===== src/rtl/irqc_pkg.sv =====
package irqc_pkg;
   // register group, decoded from bus_addr[3:2]
   typedef enum logic [1:0] {
      GRP_STAT = 2'd0,
      GRP_ENA  = 2'd1,
      GRP_ENB  = 2'd2,
      GRP_SW   = 2'd3
   } irqc_grp_e;

   localparam logic [1:0] SW_IDX_BITS = 2'd0;
   localparam logic [1:0] SW_IDX_EN   = 2'd1;
endpackage


===== src/rtl/irqc_lowest.sv =====
// Finds the lowest set bit of a request vector.
module irqc_lowest #(
   parameter int W  = 32,
   localparam int IW = (W > 1) ? $clog2(W) : 1
) (
   input  logic [W-1:0]  req,
   output logic          found,
   output logic [IW-1:0] idx
);
   always_comb begin
      found = |req;
      idx   = '0;
      for (int i = W - 1; i >= 0; i--) begin
         if (req[i]) idx = IW'(i);
      end
   end
endmodule


===== src/rtl/irqc_bank.sv =====
// One bank: registered status, two enable sets, pending vectors.
module irqc_bank #(
   parameter int W        = 32,
   parameter bit HAS_CASC = 1'b0,
   parameter int CASC_BIT = 0
) (
   input  logic         clk,
   input  logic         rst_n,
   input  logic [W-1:0] lines,
   input  logic         casc_in,
   input  logic         wr_ena,
   input  logic         wr_enb,
   input  logic [W-1:0] wdata,
   output logic [W-1:0] status,
   output logic [W-1:0] ena,
   output logic [W-1:0] enb,
   output logic [W-1:0] pend_a,
   output logic [W-1:0] pend_b
);
   localparam logic [W-1:0] CASC_MASK = HAS_CASC ? (W'(1) << CASC_BIT) : '0;

   logic [W-1:0] raw_q;

   always_ff @(posedge clk) begin
      if (!rst_n) begin
         raw_q <= '0;
         ena   <= '0;
         enb   <= '0;
      end else begin
         raw_q <= lines & ~CASC_MASK;
         if (wr_ena) ena <= wdata;
         if (wr_enb) enb <= wdata;
      end
   end

   always_comb begin
      status = raw_q | (CASC_MASK & {W{casc_in}});
      pend_a = status & ena;
      pend_b = status & enb;
   end
endmodule


===== src/rtl/irqc_swgroup.sv =====
// Software interrupt bits with their own enables, folded into one cascade bit.
module irqc_swgroup #(
   parameter int W  = 32,
   localparam int IW = (W > 1) ? $clog2(W) : 1
) (
   input  logic          clk,
   input  logic          rst_n,
   input  logic          wr_bits,
   input  logic          wr_en,
   input  logic [W-1:0]  wdata,
   output logic [W-1:0]  sw_bits,
   output logic [W-1:0]  sw_en,
   output logic          casc,
   output logic [IW-1:0] sw_idx
);
   logic [W-1:0] sw_pend;
   logic         sw_found;

   always_ff @(posedge clk) begin
      if (!rst_n) begin
         sw_bits <= '0;
         sw_en   <= '0;
      end else begin
         if (wr_bits) sw_bits <= wdata;
         if (wr_en)   sw_en   <= wdata;
      end
   end

   assign sw_pend = sw_bits & sw_en;

   irqc_lowest #(.W(W)) i_sw_enc (
      .req   (sw_pend),
      .found (sw_found),
      .idx   (sw_idx)
   );

   assign casc = sw_found;
endmodule


===== src/rtl/irqc_cascade_top.sv =====
module irqc_cascade_top #(
   parameter int BANK_W      = 32,
   parameter int NUM_BANKS   = 3,
   parameter int SW_BANK     = 0,
   parameter int SW_CASC_BIT = 4,
   localparam int NSRC  = NUM_BANKS * BANK_W,
   localparam int VEC_W = $clog2(NSRC + BANK_W)
) (
   input  logic              clk,
   input  logic              rst_n,
   input  logic [NSRC-1:0]   irq_lines,
   input  logic              bus_wr,
   input  logic [3:0]        bus_addr,
   input  logic [BANK_W-1:0] bus_wdata,
   output logic [BANK_W-1:0] bus_rdata,
   output logic              irq_out_a,
   output logic              irq_out_b,
   output logic              vec_valid,
   output logic [VEC_W-1:0]  vec_code
);
   import irqc_pkg::*;

   localparam int IW = (BANK_W > 1) ? $clog2(BANK_W) : 1;

   // elaboration-time parameter checks
   if (NUM_BANKS < 1 || NUM_BANKS > 4) begin : g_chk_banks
      $error("irqc_cascade_top: NUM_BANKS must be 1..4");
   end
   if (SW_BANK < 0 || SW_BANK >= NUM_BANKS) begin : g_chk_swbank
      $error("irqc_cascade_top: SW_BANK out of range");
   end
   if (SW_CASC_BIT < 0 || SW_CASC_BIT >= BANK_W) begin : g_chk_swbit
      $error("irqc_cascade_top: SW_CASC_BIT out of range");
   end

   irqc_grp_e   grp;
   logic [1:0]  idx;
   assign grp = irqc_grp_e'(bus_addr[3:2]);
   assign idx = bus_addr[1:0];

   logic [BANK_W-1:0] stat  [NUM_BANKS];
   logic [BANK_W-1:0] ena_r [NUM_BANKS];
   logic [BANK_W-1:0] enb_r [NUM_BANKS];
   logic [BANK_W-1:0] pa    [NUM_BANKS];
   logic [BANK_W-1:0] pb    [NUM_BANKS];
   logic [IW-1:0]     bk_idx[NUM_BANKS];
   logic [NUM_BANKS-1:0] bk_found;

   logic [BANK_W-1:0] sw_bits, sw_en;
   logic              sw_casc;
   logic [IW-1:0]     sw_idx;

   irqc_swgroup #(.W(BANK_W)) i_swgroup (
      .clk     (clk),
      .rst_n   (rst_n),
      .wr_bits (bus_wr && grp == GRP_SW && idx == SW_IDX_BITS),
      .wr_en   (bus_wr && grp == GRP_SW && idx == SW_IDX_EN),
      .wdata   (bus_wdata),
      .sw_bits (sw_bits),
      .sw_en   (sw_en),
      .casc    (sw_casc),
      .sw_idx  (sw_idx)
   );

   for (genvar b = 0; b < NUM_BANKS; b++) begin : g_bank
      irqc_bank #(
         .W        (BANK_W),
         .HAS_CASC (b == SW_BANK),
         .CASC_BIT (SW_CASC_BIT)
      ) i_bank (
         .clk     (clk),
         .rst_n   (rst_n),
         .lines   (irq_lines[b*BANK_W +: BANK_W]),
         .casc_in (sw_casc),
         .wr_ena  (bus_wr && grp == GRP_ENA && idx == 2'(b)),
         .wr_enb  (bus_wr && grp == GRP_ENB && idx == 2'(b)),
         .wdata   (bus_wdata),
         .status  (stat[b]),
         .ena     (ena_r[b]),
         .enb     (enb_r[b]),
         .pend_a  (pa[b]),
         .pend_b  (pb[b])
      );

      irqc_lowest #(.W(BANK_W)) i_enc (
         .req   (pa[b]),
         .found (bk_found[b]),
         .idx   (bk_idx[b])
      );
   end

   // request outputs
   always_comb begin
      irq_out_a = 1'b0;
      irq_out_b = 1'b0;
      for (int b = 0; b < NUM_BANKS; b++) begin
         irq_out_a = irq_out_a | (|pa[b]);
         irq_out_b = irq_out_b | (|pb[b]);
      end
   end

   // vector: software group first, then banks from lowest number
   logic sw_route;
   assign sw_route = pa[SW_BANK][SW_CASC_BIT];

   always_comb begin
      vec_valid = 1'b0;
      vec_code  = '0;
      for (int b = NUM_BANKS - 1; b >= 0; b--) begin
         if (bk_found[b]) begin
            vec_valid = 1'b1;
            vec_code  = VEC_W'(b * BANK_W) + VEC_W'(bk_idx[b]);
         end
      end
      if (sw_route) begin
         vec_valid = 1'b1;
         vec_code  = VEC_W'(NSRC) + VEC_W'(sw_idx);
      end
   end

   // register read mux
   always_comb begin
      bus_rdata = '0;
      case (grp)
         GRP_STAT: for (int b = 0; b < NUM_BANKS; b++) if (idx == 2'(b)) bus_rdata = stat[b];
         GRP_ENA:  for (int b = 0; b < NUM_BANKS; b++) if (idx == 2'(b)) bus_rdata = ena_r[b];
         GRP_ENB:  for (int b = 0; b < NUM_BANKS; b++) if (idx == 2'(b)) bus_rdata = enb_r[b];
         GRP_SW: begin
            if (idx == SW_IDX_BITS)    bus_rdata = sw_bits;
            else if (idx == SW_IDX_EN) bus_rdata = sw_en;
         end
         default: bus_rdata = '0;
      endcase
   end
endmodule


===== config.mk =====
export PLATFORM = sky130hd
export DESIGN_NAME = irqc_cascade_top
export DESIGN_NICKNAME = d
export VERILOG_FILES = /design/src/rtl/irqc_pkg.sv /design/src/rtl/irqc_lowest.sv /design/src/rtl/irqc_bank.sv /design/src/rtl/irqc_swgroup.sv /design/src/rtl/irqc_cascade_top.sv
export SDC_FILE = /design/constraint.sdc
export NUM_CORES = 1
export LEC_CHECK = 0
export ABC_AREA = 1
export BUFFER_PORTS_ARGS = -buffer_cell sky130_fd_sc_hd__buf_2
export CAP_MARGIN = 20
export CORE_ASPECT_RATIO = 1.5
export CORE_UTILIZATION = 53
export DETAILED_ROUTE_END_ITERATION = 10
export GPL_ROUTABILITY_DRIVEN = 0
export MAX_ROUTING_LAYER = met4
export PLACE_DENSITY = 0.76
export SYNTH_ARGS = -nofsm -noshare
export SYNTH_HDL_FRONTEND = slang
export SYNTH_SLANG_ARGS = --single-unit

===== constraint.sdc =====
create_clock -name clk -period 3.4 [get_ports clk]
set_input_delay 1.02 -clock clk [delete_from_list [all_inputs] [get_ports clk]]
set_output_delay 1.02 -clock clk [all_outputs]
set_load 0.01 [all_outputs]

==> flow_metrics.py, run 1 <==
metrics = {
    "run_status": {
        "tool.error": "[ERROR GRT-0232] Routing congestion too high. Check the congestion heatmap in the GUI.",
        "stop_stage": "5_1_grt",
        "status": "stopped before the end",
    },
    "synthesis": {
        "synthFlopType": "dfxtp_1",
        "synth_seq_area_share_pct": 42.3,
        "synth_simple_gate_area_share_pct": 31.3,
        "synth_xor_area_share_pct": 0,
        "synth_area_um2": 16600,
        "synth.distinct_cells": 37,
        "ys_seq_elements": 351,
        "synthAdderAreaFrac_pct": 0,
        "synth-compound-area-share_pct": 18.3,
        "syn_avg_cell_area_um2": 6.47,
        "synthMuxAreaShare_pct": 0,
        "synth.net_count": 2703,
        "synth_edf_count": 0,
        "ys.warnings.count": 0,
        "synth_top_family_by_area": "simple AND/OR/NAND/NOR gates",
        "synthArstFlopShare_pct": 0,
        "synth_cells": 2568,
    },
    "clock_tree": {
        "cts.root.buffer_cell": "clkbuf_16",
        "numCtsBuffers": 35,
        "htree_num_levels": 2,
        "cts.sinks": 351,
        "cts_buffer_depth": 3,
        "ctsHoldBuffers": 0,
    },
    "placed_design": {
        "dp_slack_ns": -0.407,
        "dp_hpwl_um": 48300,
        "port-buffer-count": 175,
    },
    "grt": {
        "grt_max_degree": 100,
        "grt.overflow.total": 11,
        "grt_usage_pct": 57.6,
    },
    "floorplan": {
        "initial_core_util_pct": 53.7,
        "die_h_um": 219,
        "core.rowCount": 79,
        "io_pins": 177,
        "die_x_um": 147,
    },
    "timing": {
        "worst-endpoint-pin-kind": "output port",
        "crit_endpoint": "vec_code[0]",
    },
}
==> metal layers <==
layer | global-route usage (%) | GRT overflow
met3 | 36.5 | 0
met5 | - | -
met2 | 76.2 | 4
met1 | 56.4 | 0
met4 | 54.9 | 7
==> cell usage after synthesis, types with 3 or more instances <==
cell type | count | area share (%)
buf_1 | 23 | 0.52
inv_1 | 202 | 4.6
dfxtp_1 | 351 | 42
nor2_1 | 521 | 12
o221ai_1 | 8 | 0.42
o2111ai_1 | 7 | 0.37
nand4_1 | 26 | 0.98
nand3_1 | 62 | 1.9
a22o_1 | 27 | 1.4
a21oi_1 | 104 | 3.1
o32ai_1 | 3 | 0.16
a32oi_1 | 5 | 0.26
o21ai_1 | 30 | 0.90
nand2_1 | 695 | 16
a221oi_1 | 17 | 0.90
inv_2 | 8 | 0.18
o31ai_1 | 8 | 0.36
a31oi_1 | 12 | 0.45
o211ai_1 | 4 | 0.18
o22ai_1 | 31 | 1.2
o21ai_0 | 262 | 7.9
nand2_4 | 6 | 0.41
a22oi_1 | 3 | 0.14
nor3_1 | 11 | 0.33
clkbuf_1 | 126 | 2.8
==> through the flow <==
stage          instance area [um^2]  utilization, %  instances  hold slack [ns]  TNS [ns]
2_1_floorplan                 16600               -       2568            0.440         0
3_3_place_gp                  18900            61.2       3183            0.452     -6.90
3_5_place_dp                  18900            61.2       3183            0.457     -7.54
4_1_cts                       21100            68.2       3278            0.467     -2.21
==> kinds of logic after synthesis <==
group | after synthesis
AND/OR/NAND/NOR | 1327
buffers and inverters | 359
flip-flops | 351
AO/OA/AOI/OAI | 531
==> what timing repair did <==
action	in CTS
pin swaps	42
gates resized for setup	197
setup endpoints to repair	41
gates cloned	3
setup buffers	29
==> run 2, diff against run 1 <==
--- a/config.mk
+++ b/config.mk
@@ -8,12 +8,10 @@
 export ABC_AREA = 1
 export BUFFER_PORTS_ARGS = -buffer_cell sky130_fd_sc_hd__buf_2
 export CAP_MARGIN = 20
-export CORE_ASPECT_RATIO = 1.5
-export CORE_UTILIZATION = 53
+export CORE_UTILIZATION = 40
 export DETAILED_ROUTE_END_ITERATION = 10
 export GPL_ROUTABILITY_DRIVEN = 0
-export MAX_ROUTING_LAYER = met4
-export PLACE_DENSITY = 0.76
+export PLACE_DENSITY_LB_ADDON = 0.15
 export SYNTH_ARGS = -nofsm -noshare
 export SYNTH_HDL_FRONTEND = slang
 export SYNTH_SLANG_ARGS = --single-unit
==> constraint.sdc (replaced) <==
create_clock -name clk -period 4.4 [get_ports clk]
set_input_delay 1.32 -clock clk [delete_from_list [all_inputs] [get_ports clk]]
set_output_delay 1.32 -clock clk [all_outputs]
set_load 0.01 [all_outputs]
==> run 2 against run 1 <==
  * The flow now finishes, with violations (negative setup slack)
  * Synthesized cell count unchanged
  * Area after synthesis stayed put
==> flow_metrics.py, run 2 <==
metrics = {
    "hold_path": {
        "holdPathEnd": "g_bank[2].i_bank.enb[22]",
        "whs_path_depth": 2,
        "hold_path_class": "flop to flop",
        "hp-start": "g_bank[2].i_bank.enb[22]",
    },
    "grt": {
        "grt.overflow.total": 0,
        "antenna_found_initial": 3,
        "grt_first_pass_wirelength_um": 100000,
        "grt_max_degree": 111,
        "grt_usage_pct": 31.6,
        "grt_pass1_vias": 16500,
    },
    "timing": {
        "hold-worst-slack_ns": 0.467,
        "finalHoldViolCount": 0,
        "setup_viol": 2,
        "slew_viol_final": 0,
        "rsz0062_at_grt": "yes",
        "period_share_pct": 104,
        "post-route-min-period_ns": 4.57,
        "worstMarginPinSlew_ns": 1.10,
        "maxSlewHeadroom_pct": 26.3,
        "fmax_mhz": 219,
        "fin_skew_ns": 0,
        "setup_ws_ns": -0.172,
    },
    "worst_setup_path": {
        "end_kind": "output port",
        "cp_max_fo": 2,
        "crit_type": "flop to output port",
        "cp_num_buf_inv": 1,
        "worstPathArrival_ns": 3.25,
        "cp.required_ns": 3.08,
        "start_kind": "flop",
        "crit_path_start": "g_bank[1].i_bank.status[30]",
        "max_stage_delay_ns": 0.33,
        "crit_slowest_cell": "dfxtp_2",
        "regToRegSetupSlack_ns": 3.69,
        "cpLargestDelayFamily": "simple AND/OR/NAND/NOR gates",
        "r2r-end": "g_bank[2].i_bank.ena[25]",
        "crit_top_cell": "nand2_1",
        "ff2ff_path_depth": 2,
        "reg2reg_from": "g_bank[2].i_bank.ena[25]",
    },
    "synthesis": {
        "synth_top_area_share_pct": 42.3,
        "ys_seq_elements": 351,
        "synth_seq_area_share_pct": 42.3,
        "synthFlopType": "dfxtp_1",
        "synth_edf_count": 0,
        "synth_area_um2": 16600,
        "synthArstFlopShare_pct": 0,
        "ys.warnings.count": 0,
        "synth.distinct_cells": 37,
        "syn_avg_cell_area_um2": 6.47,
        "synth_most_common_cell": "nand2_1",
        "yosysTopAreaCell": "dfxtp_1",
        "synth.net_count": 2703,
        "synth_common_cells": "nand2_1 (695), nor2_1 (521), dfxtp_1 (351), o21ai_0 (262), inv_1 (202)",
        "synth_cells": 2568,
        "synth.area.top_cells": "dfxtp_1 (42%), nand2_1 (16%), nor2_1 (12%)",
    },
    "power": {
        "switchingPower_mw": 2.03,
        "power_frac_comb_pct": 11.1,
        "leakagePower_nw": 9.37,
        "seq_power_share_pct": 45.5,
        "p_per_area_nw_per_um2": 377,
        "netSwitchingFraction_pct": 27.4,
        "internal_power_mw": 5.37,
        "vdd_drop_max_v": 0.000300,
        "power_mw": 7.40,
        "clkPwrFrac_pct": 43.3,
    },
    "clock_tree": {
        "ctsHoldBuffers": 0,
        "clkLatencyLatePin_ns": 0.57,
        "htree_num_levels": 2,
        "clk_pin_slew_ns": 0.06,
        "cts.sinks": 351,
        "cts.root.buffer_cell": "clkbuf_16",
        "cts_buffer_depth": 3,
        "numCtsBuffers": 40,
        "cts_tree": "yes",
    },
    "detailed_routing": {
        "routed-via-count": 17900,
        "drtAntennaViolNets": 0,
        "drt_iter0_markers": 1984,
        "post_drt_wl_per_cell_um": 20.8,
        "drtPass1Iterations": 6,
        "drcViolationCount": 0,
        "drt-total-wl_um": 67800,
        "via_per_inst": 5.48,
    },
    "run": {
        "drv_cap": 0,
    },
    "floorplan": {
        "initial_core_util_pct": 40.6,
        "die_x_um": 206,
        "core.rowCount": 74,
        "io_pins": 177,
        "die-area_um2": 42300,
        "core_um2": 40900,
        "die_h_um": 206,
    },
    "run_status": {
        "status": "finished with violations",
        "violations": "negative setup slack",
    },
    "cells_and_area": {
        "nets": 2836,
        "fill_cells": 4300,
        "drive_above_1_share_pct": 13.1,
        "final_common_cell": "nand2_1",
        "num_antenna_cells": 0,
        "final_cell_mix": "nand2_1 (682), nor2_1 (505), dfxtp_1 (345)",
        "area_growth_pct": 18.3,
    },
    "placed_design": {
        "dp_hpwl_um": 46800,
        "dp_slack_ns": 0.0504,
        "port-buffer-count": 175,
    },
}
[run 2: cell counts after synthesis]
Identical to the previous run, type by type.
[run 2: cell type report]
type	instances	area, um^2	area share, %
Clock buffer	61	1160	5.91
Clock inverter	11	71.3	0.363
Inverter	210	791	4.02
Multi-Input combinational cell	1858	8400	42.7
Sequential cell	351	7030	35.8
Tap cell	532	666	3.39
Timing Repair Buffer	240	1530	7.80
[run 2: routing by layer]
layer	vias up	GRT usage [%]	share of wire [%]	wire length (um)
met5	-	0	0	0
met4	0	14.5	4.5	3070
met3	176	5.15	9.7	6580
met2	958	46.5	42	28300
met1	8239	44.8	44	29900
li1	8520	-	-	-
[run 2: cells by family after synthesis]
kind of cell | synth area share [%]
and+or+nand+nor | 31.3
AOI/OAI and AO/OA | 18.3
buffers and inverters | 8.11
DFF | 42.3
[run 2: tightest hold or removal path: stages, from the launching register on]
cell and delay [ns]:
dfxtp_1 0.31, inv_1 0.06, a21oi_1 0.05
[run 2: how the worst max path moves through the flow]
stage                                to  cells after the start
after CTS                   vec_code[0]                     36
final                       vec_code[0]                     36
after detailed placement  bus_rdata[24]                     10
after floorplan           bus_rdata[26]                      8
after global routing        vec_code[0]                     36
after global placement    bus_rdata[24]                     10
[run 2: timing repair]
action,CTS,global route
setup buffers,0,3
pin swaps,7,13
cloned,0,1
setup endpoints to repair,3,14
gates resized for setup,24,22
[run 2: per-stage QoR]
| step | util (%) | area [um^2] | setup TNS (ns) | instances |
|---|---|---|---|---|
| final | 48.0 | 19700 | -0.194 | 3263 |
| after global routing | 48.0 | 19700 | -0.794 | 3263 |
| after CTS | 47.7 | 19500 | -0.331 | 3259 |
| after detailed placement | 44.5 | 18200 | 0 | 3187 |
| after global placement | 44.5 | 18200 | 0 | 3187 |
| after floorplan | - | 16600 | 0 | 2568 |
[run 2: power by group through the flow]
stage               logic (mW)  clock network, mW  registers [mW]
CTS                      0.793               3.24            3.37
global route             0.888               3.39            3.38
global placement         0.776                  0            3.43
detailed placement       0.786                  0            3.43
floorplan                0.415                  0            3.40
finish                   0.823               3.21            3.37
Power figures use the tool's default switching activity.
